[src/rtl/rtc_pkg.sv]
package rtc_pkg;

    localparam int ADDR_W  = 5;
    localparam int BYTE_W  = 8;
    localparam int NFIELD  = 8;
    localparam int NSRC    = 8;

    localparam int IDX_MILLI = 0;
    localparam int IDX_CENTI = 1;
    localparam int IDX_SEC   = 2;
    localparam int IDX_MIN   = 3;
    localparam int IDX_HOUR  = 4;
    localparam int IDX_WDAY  = 5;
    localparam int IDX_MDAY  = 6;
    localparam int IDX_MONTH = 7;

    typedef logic [BYTE_W-1:0] bcd8_t;

    localparam logic [ADDR_W-1:0] A_TIME0  = 5'd0;
    localparam logic [ADDR_W-1:0] A_ALARM0 = 5'd8;
    localparam logic [ADDR_W-1:0] A_STAT   = 5'd16;
    localparam logic [ADDR_W-1:0] A_MASK   = 5'd17;
    localparam logic [ADDR_W-1:0] A_CLRT   = 5'd18;
    localparam logic [ADDR_W-1:0] A_CLRA   = 5'd19;
    localparam logic [ADDR_W-1:0] A_ROLL   = 5'd20;
    localparam logic [ADDR_W-1:0] A_ROUND  = 5'd21;
    localparam logic [ADDR_W-1:0] A_STBY   = 5'd22;

    // Add one to a two-digit BCD value without range checking.
    function automatic bcd8_t bcd_inc(input bcd8_t v);
        if (v[3:0] >= 4'd9) return {v[7:4] + 4'd1, 4'd0};
        return {v[7:4], v[3:0] + 4'd1};
    endfunction

    function automatic bcd8_t field_floor(input int f);
        return (f >= IDX_WDAY) ? 8'h01 : 8'h00;
    endfunction

    function automatic bcd8_t field_ceiling(input int f);
        case (f)
            IDX_MILLI: return 8'h09;
            IDX_CENTI: return 8'h99;
            IDX_SEC:   return 8'h59;
            IDX_MIN:   return 8'h59;
            IDX_HOUR:  return 8'h23;
            IDX_WDAY:  return 8'h07;
            IDX_MDAY:  return 8'h31;
            default:   return 8'h12;
        endcase
    endfunction

    // Field whose wrap feeds field f (both day fields hang off hours).
    function automatic int carry_src(input int f);
        return (f == IDX_MDAY) ? IDX_HOUR : f - 1;
    endfunction

    function automatic bcd8_t days_in(input bcd8_t mon);
        case (mon)
            8'h02:                      return 8'h28;
            8'h04, 8'h06, 8'h09, 8'h11: return 8'h30;
            default:                    return 8'h31;
        endcase
    endfunction

endpackage

[src/rtl/rtc_time_chain.sv]
module rtc_time_chain
    import rtc_pkg::*;
#(
    parameter int NF = NFIELD,
    localparam int IW = $clog2(NF)
) (
    input  logic                 clk,
    input  logic                 rst_n,
    input  logic                 go,
    input  logic                 wr_en,
    input  logic [IW-1:0]        wr_idx,
    input  bcd8_t                wr_data,
    input  logic                 clr_time,
    input  logic                 roundup,
    output logic [NF-1:0][7:0]   cur,
    output logic [NF-1:0][7:0]   nxt,
    output logic [NSRC-2:0]      evt,
    output logic                 carry_ms
);

    logic [NF-1:0] inc;
    logic [NF-1:0] at_max;
    logic          round_carry;

    assign round_carry = roundup & (cur[IDX_SEC] >= 8'h40);

    for (genvar i = 0; i < NF; i++) begin : g_fld
        bcd8_t ceil_v;
        if (i == IDX_MDAY) begin : g_var
            assign ceil_v = days_in(cur[IDX_MONTH]);
        end else begin : g_fix
            assign ceil_v = field_ceiling(i);
        end
        assign at_max[i] = (cur[i] == ceil_v);

        if (i == 0) begin : g_first
            assign inc[i] = go;
        end else if (i == IDX_MIN) begin : g_min
            assign inc[i] = (inc[i-1] & at_max[i-1]) | round_carry;
        end else begin : g_rest
            assign inc[i] = inc[carry_src(i)] & at_max[carry_src(i)];
        end

        assign nxt[i] = inc[i] ? (at_max[i] ? field_floor(i) : bcd_inc(cur[i]))
                               : cur[i];
    end

    always_ff @(posedge clk or negedge rst_n) begin
        if (!rst_n) begin
            for (int i = 0; i < NF; i++) cur[i] <= field_floor(i);
        end else begin
            for (int i = 0; i < NF; i++) begin
                if (clr_time)
                    cur[i] <= field_floor(i);
                else if (roundup && i <= IDX_SEC)
                    cur[i] <= 8'h00;
                else if (wr_en && wr_idx == IW'(i))
                    cur[i] <= wr_data;
                else
                    cur[i] <= nxt[i];
            end
        end
    end

    // Periodic sources, only from a real tick (never from the round-up).
    assign evt[6]   = go & at_max[IDX_MILLI] & (cur[IDX_CENTI][3:0] == 4'h9);
    assign evt[5]   = inc[IDX_SEC];
    assign evt[4]   = go & inc[IDX_MIN];
    assign evt[3]   = go & inc[IDX_HOUR];
    assign evt[2]   = go & inc[IDX_WDAY];
    assign evt[1]   = go & inc[IDX_WDAY] & at_max[IDX_WDAY];
    assign evt[0]   = go & inc[IDX_MONTH];
    assign carry_ms = inc[IDX_CENTI];

endmodule

[src/rtl/rtc_alarm_cmp.sv]
module rtc_alarm_cmp
    import rtc_pkg::*;
#(
    parameter int NF = NFIELD
) (
    input  logic [NF-1:0][7:0] tval,
    input  logic [NF-1:0][7:0] alarm,
    output logic               hit
);

    logic [NF-1:0] fmatch;

    for (genvar i = 0; i < NF; i++) begin : g_cmp
        logic wild;
        if (i == IDX_WDAY) begin : g_wday
            assign wild = (alarm[i][3:2] == 2'b11);
        end else begin : g_std
            assign wild = (alarm[i][7:6] == 2'b11);
        end
        assign fmatch[i] = wild | (alarm[i] == tval[i]);
    end

    assign hit = &fmatch;

endmodule

[src/rtl/rtc_irq_ctrl.sv]
module rtc_irq_ctrl
    import rtc_pkg::*;
#(
    parameter int SRC = NSRC
) (
    input  logic           clk,
    input  logic           rst_n,
    input  logic [SRC-1:0] ev,
    input  logic           carry,
    input  logic           clr_status,
    input  logic           clr_roll,
    input  logic [SRC-1:0] mask,
    input  logic           stby_en,
    output logic [SRC-1:0] status,
    output logic           roll,
    output logic           irq,
    output logic           stby_irq_n
);

    always_ff @(posedge clk or negedge rst_n) begin
        if (!rst_n) begin
            status <= '0;
            roll   <= 1'b0;
        end else begin
            status <= (clr_status ? '0 : status) | ev;
            roll   <= (clr_roll & ~roll) ? 1'b0 : roll;
            if (clr_roll) roll <= carry;
            else if (carry) roll <= 1'b1;
        end
    end

    assign irq        = |(status & mask);
    assign stby_irq_n = ~(stby_en & status[SRC-1]);

endmodule

[src/rtl/rtc_bcd_alarm.sv]
module rtc_bcd_alarm
    import rtc_pkg::*;
#(
    parameter int NF = NFIELD,
    localparam int IW = $clog2(NF)
) (
    input  logic              clk,
    input  logic              rst_n,
    input  logic              tick_1k,
    input  logic              cs,
    input  logic              rd,
    input  logic              wr,
    input  logic [ADDR_W-1:0] addr,
    input  logic [7:0]        wdata,
    output logic [7:0]        rdata,
    output logic              irq,
    output logic              stby_irq_n
);

    logic                rd_hit, wr_hit;
    logic                wr_time, wr_alarm, cmd_clr_time, cmd_clr_alarm, cmd_round;
    logic                go;
    logic [NF-1:0][7:0]  t_cur, t_nxt;
    logic [NF-1:0][7:0]  alarm_q;
    logic [NSRC-1:0]     mask_q, status, ev;
    logic [NSRC-2:0]     evt;
    logic                stby_q, roll, carry_ms, alarm_hit;

    assign rd_hit        = cs & rd;
    assign wr_hit        = cs & wr & ~rd;
    assign wr_time       = wr_hit & (addr < A_TIME0 + ADDR_W'(NF));
    assign wr_alarm      = wr_hit & (addr >= A_ALARM0) & (addr < A_ALARM0 + ADDR_W'(NF));
    assign cmd_clr_time  = wr_hit & (addr == A_CLRT) & (wdata == 8'hFF);
    assign cmd_clr_alarm = wr_hit & (addr == A_CLRA) & (wdata == 8'hFF);
    assign cmd_round     = wr_hit & (addr == A_ROUND);
    assign go            = tick_1k & ~(wr_time | cmd_clr_time | cmd_round);

    rtc_time_chain #(.NF(NF)) u_chain (
        .clk      (clk),
        .rst_n    (rst_n),
        .go       (go),
        .wr_en    (wr_time),
        .wr_idx   (addr[IW-1:0]),
        .wr_data  (wdata),
        .clr_time (cmd_clr_time),
        .roundup  (cmd_round),
        .cur      (t_cur),
        .nxt      (t_nxt),
        .evt      (evt),
        .carry_ms (carry_ms)
    );

    rtc_alarm_cmp #(.NF(NF)) u_cmp (
        .tval  (t_nxt),
        .alarm (alarm_q),
        .hit   (alarm_hit)
    );

    assign ev = {go & alarm_hit, evt};

    rtc_irq_ctrl #(.SRC(NSRC)) u_irq (
        .clk        (clk),
        .rst_n      (rst_n),
        .ev         (ev),
        .carry      (carry_ms),
        .clr_status (rd_hit & (addr == A_STAT)),
        .clr_roll   (rd_hit & (addr == A_ROLL)),
        .mask       (mask_q),
        .stby_en    (stby_q),
        .status     (status),
        .roll       (roll),
        .irq        (irq),
        .stby_irq_n (stby_irq_n)
    );

    always_ff @(posedge clk or negedge rst_n) begin
        if (!rst_n) begin
            alarm_q <= '0;
            mask_q  <= '0;
            stby_q  <= 1'b0;
        end else begin
            if (cmd_clr_alarm)
                alarm_q <= '0;
            else if (wr_alarm)
                alarm_q[addr[IW-1:0]] <= wdata;
            if (wr_hit && addr == A_MASK) mask_q <= wdata;
            if (wr_hit && addr == A_STBY) stby_q <= wdata[0];
        end
    end

    always_comb begin
        rdata = 8'h00;
        if (rd_hit) begin
            if (addr < A_TIME0 + ADDR_W'(NF))
                rdata = t_cur[addr[IW-1:0]];
            else if (addr < A_ALARM0 + ADDR_W'(NF))
                rdata = alarm_q[addr[IW-1:0]];
            else if (addr == A_STAT)
                rdata = status;
            else if (addr == A_MASK)
                rdata = mask_q;
            else if (addr == A_ROLL)
                rdata = {7'd0, roll};
            else if (addr == A_STBY)
                rdata = {7'd0, stby_q};
        end
    end

endmodule

[config.mk]
export PLATFORM = sky130hd
export DESIGN_NAME = rtc_bcd_alarm
export DESIGN_NICKNAME = d
export VERILOG_FILES = /design/src/rtl/rtc_pkg.sv /design/src/rtl/rtc_time_chain.sv /design/src/rtl/rtc_alarm_cmp.sv /design/src/rtl/rtc_irq_ctrl.sv /design/src/rtl/rtc_bcd_alarm.sv
export SDC_FILE = /design/constraint.sdc
export NUM_CORES = 1
export LEC_CHECK = 0
export BUFFER_PORTS_ARGS = -buffer_cell sky130_fd_sc_hd__clkbuf_2
export CAP_MARGIN = 20
export CORE_MARGIN = 3
export CORE_UTILIZATION = 58
export DETAILED_ROUTE_END_ITERATION = 7
export PLACE_DENSITY = 0.78
export SLEW_MARGIN = 0
export SYNTH_ARGS = -nofsm -noshare
export SYNTH_HDL_FRONTEND = slang
export SYNTH_SLANG_ARGS = --single-unit
[constraint.sdc]
create_clock -name clk -period 4.2 [get_ports clk]
set_input_delay 0.63 -clock clk [delete_from_list [all_inputs] [get_ports clk]]
set_output_delay 0.63 -clock clk [all_outputs]
set_load 0.1 [all_outputs]
; Yosys cells after proc, flatten, opt, wreduce, memory -nomap -nowiden
; Cells that the tools add are included.
[word_totals]
memories = 0
latchBits = 0
input_bits = 19
romBits = 0
ramBits = 0
register_bits = 146
output_inout_bits = 10
word_cells = 239
[classes]
add_sub_neg = 16
eq_ne = 45
n_lt_le_gt_ge = 14
n_shift = 0
div_mod_pow = 0
n_mux = 80
multipliers = 0
n_reduce_logical = 17
bitwise_logic = 47
[ops]
columns = operator, count
row1 = two-way mux 8 bit, 60
row2 = two-way mux 64 bit, 2
row3 = adder 4 x 1 -> 4 bit (second input constant), 16
row4 = bitwise mux 64 bit, 1
row5 = equality test 8 bit, 8
row6 = binary-select mux 8 bit (select 3 bit), 2
row7 = equality test 5 bit (second input constant), 7
row8 = >= comparator 4 bit (second input constant), 8
row9 = bitwise AND 1 bit, 30
row10 = demux 8 bit (select 3 bit), 1
row11 = equality test 8 x 3 -> 1 bit (second input constant), 3
row12 = equality test 2 bit (second input constant), 8
row13 = equality test 8 x 4 -> 1 bit (second input constant), 2
row14 = equality test 8 x 5 -> 1 bit (second input constant), 2
row15 = equality test 8 x 7 -> 1 bit (second input constant), 2
row16 = equality test 8 bit (second input constant), 2
row17 = two-way mux 1 bit, 13
row18 = equality test 3 bit (second input constant), 4
row19 = logical AND 1 bit, 11
row20 = OR 1 bit, 11
row21 = one-hot mux 5 bit (2 select lines), 1
row22 = bitwise AND 8 bit, 1
row23 = equality test 8 x 2 -> 1 bit (second input constant), 1
row24 = equality test 8 x 6 -> 1 bit, 1
row25 = 18 further kinds, 22

; Longest topological paths before layout
[depth]
ltp_word = 21
ltp_mapped = 16
ltp_nobuf = 13

; Cells and area by module
; A second synthesis with hierarchy kept.
[hier_totals]
hier_cells = 1139
hier_area_um2 = 10750.3
[by_module_without_submodules]
columns = module, cells_each, area_each_um2, instances, seq_area_each_um2
row1 = rtc_time_chain, 641, 5146.2, 1, 1605.3
row2 = rtc_bcd_alarm, 378, 4509.3, 1, 1826.8
row3 = rtc_alarm_cmp, 94, 753.2, 1, 0.0
row4 = rtc_irq_ctrl, 26, 341.6, 1, 225.2

; Least setup slack after synthesis
; No wires, ideal clock.
[synth_path]
path_kind = input -> output
start = input port addr[0]
end = output port rdata[1]
cell_stages = 8
t_required_ps = 3570
path_buffers = 4
arrival_ps = 4161
slack_ps = -591
path_cell_list = buf_4 > buf_1 > clkbuf_1 > clkbuf_1 > mux4_2 > mux2i_1 > a221o_1 > a21oi_1
[synth_between]
elab_chain_len = 6
elab_cells_between_ends = 13
cone_classes = order compare: 2 / eq/ne: 2 / mux: 9
[synth_lines]
columns = item, line_no
row1 = from (decl), rtc_bcd_alarm.sv:13  ; input logic [ADDR_W-1:0] addr,
row2 = equality test 5 bit, rtc_bcd_alarm.sv:100  ; else if (addr == A_MASK)
row3 = two-way mux 8 bit, rtc_bcd_alarm.sv:100
row4 = two-way mux 8 bit, rtc_bcd_alarm.sv:98  ; else if (addr == A_STAT)
row5 = two-way mux 8 bit, rtc_bcd_alarm.sv:96  ; else if (addr < A_ALARM0 + ADDR_W'(NF))
row6 = two-way mux 8 bit (*), rtc_bcd_alarm.sv:94  ; if (addr < A_TIME0 + ADDR_W'(NF))
row7 = two-way mux 8 bit (*), rtc_bcd_alarm.sv:93  ; if (rd_hit) begin
row8 = to (decl), rtc_bcd_alarm.sv:15  ; output logic [7:0] rdata,
; Mark *: on every way between the ends. The rest lies on a longest branch, timed or not. The select of a mux whose other input is x is not followed.

; Worst setup path after layout
[layout_path]
start = register u_chain.cur[25] in the netlist's numbering
end = register u_irq.status[7]
[layout_between]
elab_chain_len = 10
elab_cells_between_ends = 27
cone_classes = add/sub: 1 / order compare: 1 / eq/ne: 6 / mux: 8 / bitwise: 10 / reduce/logical: 1
[layout_lines]
columns = item, line_no
row1 = from (decl), rtc_time_chain.sv:15  ; output logic [NF-1:0][7:0] cur,
row2 = "from (signal, indexed assignment)", rtc_time_chain.sv:54  ; cur[i] <= field_floor(i);
row3 = "from (signal, indexed assignment)", rtc_time_chain.sv:58  ; cur[i] <= wr_data;
row4 = "from (signal, indexed assignment)", rtc_time_chain.sv:60  ; cur[i] <= nxt[i];
row5 = >= comparator 4 bit or equality test 8 x 7 -> 1 bit (tied branches), "rtc_pkg.sv:31, rtc_time_chain.sv:34"
row6 = two-way mux 1 bit or bitwise AND 1 bit (tied branches), "rtc_pkg.sv:31, rtc_time_chain.sv:41"
row7 = two-way mux 8 bit or bitwise AND 1 bit (tied branches), "rtc_pkg.sv:32, rtc_time_chain.sv:41"
row8 = two-way mux 8 bit or bitwise AND 1 bit (tied branches), "rtc_time_chain.sv:44, rtc_time_chain.sv:41"
row9 = two-way mux 8 bit, rtc_time_chain.sv:44  ; assign nxt[i] = inc[i] ? (at_max[i] ? field_floor(i) : bcd_inc(cur[i]))
row10 = equality test 8 bit, rtc_alarm_cmp.sv:20  ; assign fmatch[i] = wild | (alarm[i] == tval[i]);
row11 = OR 1 bit, rtc_alarm_cmp.sv:20
row12 = AND reduction 8 bit (*), rtc_alarm_cmp.sv:23  ; assign hit = &fmatch;
row13 = bitwise AND 1 bit (*), rtc_bcd_alarm.sv:59  ; assign ev = {go & alarm_hit, evt};
row14 = OR 8 bit (*), rtc_irq_ctrl.sv:25  ; status <= (clr_status ? '0 : status) | ev;
row15 = to (signal assigned), rtc_irq_ctrl.sv:25
row16 = to (decl), rtc_irq_ctrl.sv:14  ; output logic [SRC-1:0] status,
; Mark *: on every way between the ends. The rest lies on a longest branch, timed or not.
; A chain may end at the register's enable or synchronous reset.

==> results.sh <==
export IMPL_p_clk_share_pct=32.6
export IMPL_die_y_um=144
export IMPL_yosys_top_cells_area="dfrtp_1 (32%), mux4_2 (7.6%), nand2_1 (5.4%), nor2_1 (5.3%), mux2i_1 (5.0%)"
export IMPL_critPathRequiredTime_ns=4.58
export IMPL_failed_checks="design-rule violations"
export IMPL_hpwl_mm=29.5
export IMPL_fin_skew_ns=0.0139
export IMPL_grt_overflow=0
export IMPL_drv_slew=0
export IMPL_final_hold_violation_count=0
export IMPL_finalInstanceArea_um2=12900
export IMPL_firstDrtPassIters=8
export IMPL_reg2reg_depth=14
export IMPL_combPwrFrac_pct=31.4
export IMPL_timing_max_cap_violations=0
export IMPL_grt_first_pass_wirelength_mm=61.9
export IMPL_maxSlewHeadroom_pct=27.7
export IMPL_num_antenna_cells=0
export IMPL_wl_per_cell_um=25.9
export IMPL_routed_wl_mm=41.0
export IMPL_io_pins=29
export IMPL_synth_edf_count=0
export IMPL_drtIter0Drc=1374
export IMPL_grt_pass1_vias=10284
export IMPL_dpl_cell_area_um2=12200
export IMPL_portBuffers=28
export IMPL_drc=6
export IMPL_die_area_um2=20700
export IMPL_numCtsBuffers=17
export IMPL_worstMarginPinSlew_ns=1.08
export IMPL_p_per_area_nw_per_um2=401
export IMPL_crit_fanout=6
export IMPL_p_switching_uw=1870
export IMPL_drive_gt1_share_pct=19.9
export IMPL_clk_pin_slew_ns=0.07
export IMPL_ir_drop_mv=0.321
export IMPL_synth_cells=1248
export IMPL_critPathKind="reg -> reg"
export IMPL_reg2reg_from="u_chain.cur[25]$_DFF_PN0_"
export IMPL_via_per_inst=7.06
export IMPL_yosys_area_top_type="dfrtp_1"
export IMPL_syn2layout_area_growth_pct=17.2
export IMPL_p_int_uw=3320
export IMPL_nFillCells=1388
export IMPL_synth_ff_type="dfrtp_1"
export IMPL_gp_congestion=1.04
export IMPL_synth_seq_area_share_pct=33.2
export IMPL_clk_latency_ns=0.44
export IMPL_setup_viol=0
export IMPL_h_tree_depth=4
export IMPL_cts_num_sinks=146
export IMPL_avgSynthCellArea_um2=8.83
export IMPL_p_leak_uw=0.00562
export IMPL_root_buffer="clkbuf_16"
export IMPL_status="complete, but fails checks"
export IMPL_min_period_over_period_pct=97.2
export IMPL_core_um2=18300
export IMPL_r2r_end="u_irq.status[7]$_DFF_PN0_"
export IMPL_start_util_pct=60.1
export IMPL_ff2ff_setup_slack_ns=0.12
export IMPL_critPathLaunchType="flip-flop"
export IMPL_cts_tree="built"
export IMPL_cp_arrival_ns=4.46
export IMPL_p_seq_share_pct=36.0
export IMPL_die_w_um=144
export IMPL_synthTopCellsByCount="nand2_1 (159), nor2_1 (157), dfrtp_1 (143)"
export IMPL_min_period_ns=4.08
export IMPL_antenna_found_initial=1
export IMPL_num_rows=49
export IMPL_hold_path_class="in -> async"
export IMPL_synth_most_common_cell="nand2_1"
export IMPL_synth_nets=1308
export IMPL_ys_seq_elements=146
export IMPL_p_sw_share_pct=36.0
export IMPL_clockBufferDepth=2
export IMPL_fmax_mhz=245
export IMPL_netlist_area_um2=11000
export IMPL_ys_warnings_count=0
export IMPL_synth_top_cell_area_share_pct=32.5
export IMPL_route_vias_total=11171
export IMPL_grt_max_degree=98
export IMPL_setup_tns_ns=0
export IMPL_end_kind="flip-flop"
export IMPL_grt_usage_pct=40.0
export IMPL_synthArstFlopShare_pct=100
export IMPL_fin_nets=1401
export IMPL_antenna_left=0
export IMPL_yosysUniqueCellTypes=83
-- critical path: stages (launching register included) --
cell       delay [ns]
dfrtp_1          0.46
inv_1            0.13
ha_1             0.20
nor4bb_4         0.36
nand4_1          0.20
nor4_2           0.37
buf_4            0.18
a21oi_1          0.13
buf_4            0.20
a221oi_1         0.25
nor2_1           0.06
or4_1            0.57
a211o_1          0.33
a2111oi_2        0.36
a32o_2           0.22
-- per-layer routing --
layer / part of all wire (%) / GRT usage [%] / vias to the layer above
met5: 0.066 / 0 / -
met4: 3.7 / 13.1 / 4
met2: 42 / 57.9 / 853
li1: - / - / 4785
met3: 15 / 14.7 / 145
met1: 39 / 56.0 / 5384
-- power groups by stage --
stage          Sequential (uW)  Combinational [uW]  Clock (uW)
2_1_floorplan             1780                1010           0
4_1_cts                   1840                1570        1680
5_1_grt                   1870                1760        1740
3_5_place_dp              1860                1560           0
6_report                  1860                1630        1690
3_3_place_gp              1860                1530           0
-- state kept, by name, indices dropped and copies added (netlist names) --
name and cells:
u_irq.roll 1, u_irq.status 8, stby_q 1, u_chain.cur 64
mask_q 8, alarm_q 64
-- metrics by stage --
stage / hold slack (ns) / util, % / setup WS, ns / cells / power, uW
5_1_grt: 0.358 / 70.4 / -0.00507 / 1583 / 5370
4_1_cts: 0.312 / 69.8 / 0.0166 / 1582 / 5090
2_1_floorplan: 0.334 / - / 0.00458 / 1248 / 2800
3_3_place_gp: 0.485 / 66.3 / -0.0819 / 1550 / 3390
6_report: 0.271 / 70.4 / 0.118 / 1583 / 5180
3_5_place_dp: 0.490 / 66.3 / -0.149 / 1550 / 3420
-- final cells by class --
| type | instances | area, um^2 | share of cell area, % |
|---|---|---|---|
| multi-input combinational | 990 | 7060 | 54.7 |
| timing repair buffer | 142 | 1110 | 8.60 |
| sequential | 146 | 3660 | 28.3 |
| clock inverter | 14 | 201 | 1.56 |
| clock buffer | 18 | 429 | 3.32 |
| inverter | 44 | 165 | 1.28 |
| tap | 229 | 287 | 2.22 |
-- worst max-delay path by stage --
stage                              start                   endpoint  slack, ns  cells past startpoint
2_1_floorplan                    addr[0]                   rdata[6]      0.005                      7
3_3_place_gp                     addr[2]  u_irq.status[7]$_DFF_PN0_      -0.08                     12
3_5_place_dp                     addr[2]  u_irq.status[7]$_DFF_PN0_      -0.15                     12
4_1_cts        u_chain.cur[17]$_DFF_PN0_  u_irq.status[7]$_DFF_PN0_       0.02                     17
5_1_grt        u_chain.cur[17]$_DFF_PN0_  u_irq.status[7]$_DFF_PN0_     -0.005                     18
6_report       u_chain.cur[25]$_DFF_PN0_  u_irq.status[7]$_DFF_PN0_       0.12                     14
-- kinds of logic after synthesis --
| family | share of synthesized area (%) |
|---|---|
| AOI/OAI and AO/OA | 18.6 |
| xor gates and xnor gates | 4.21 |
| adders and majority gates | 4.66 |
| buffers and inverters | 4.01 |
| DFF | 33.2 |
| muxes | 13.9 |
| and+or+nand+nor | 21.4 |
-- placed cells by master (no fill, tap or decap), types with 40 or more instances in the layout --
master / count
inv_1: 44
a21oi_1: 48
nand2_1: 159
nor2_1: 154
dfrtp_1: 143
buf_4: 113
ha_1: 40
o21ai_0: 68
mux2i_1: 55
a211oi_1: 45
-- repair_timing --
action                     4_1_cts  5_1_grt
setup endpoints to repair        1        1
buffers inserted                 0        1
gates cloned                     0        0
resized for setup                1       23
hold buffers                     0        0
pin swaps                        0        6
(Power assumes the default switching activity.)
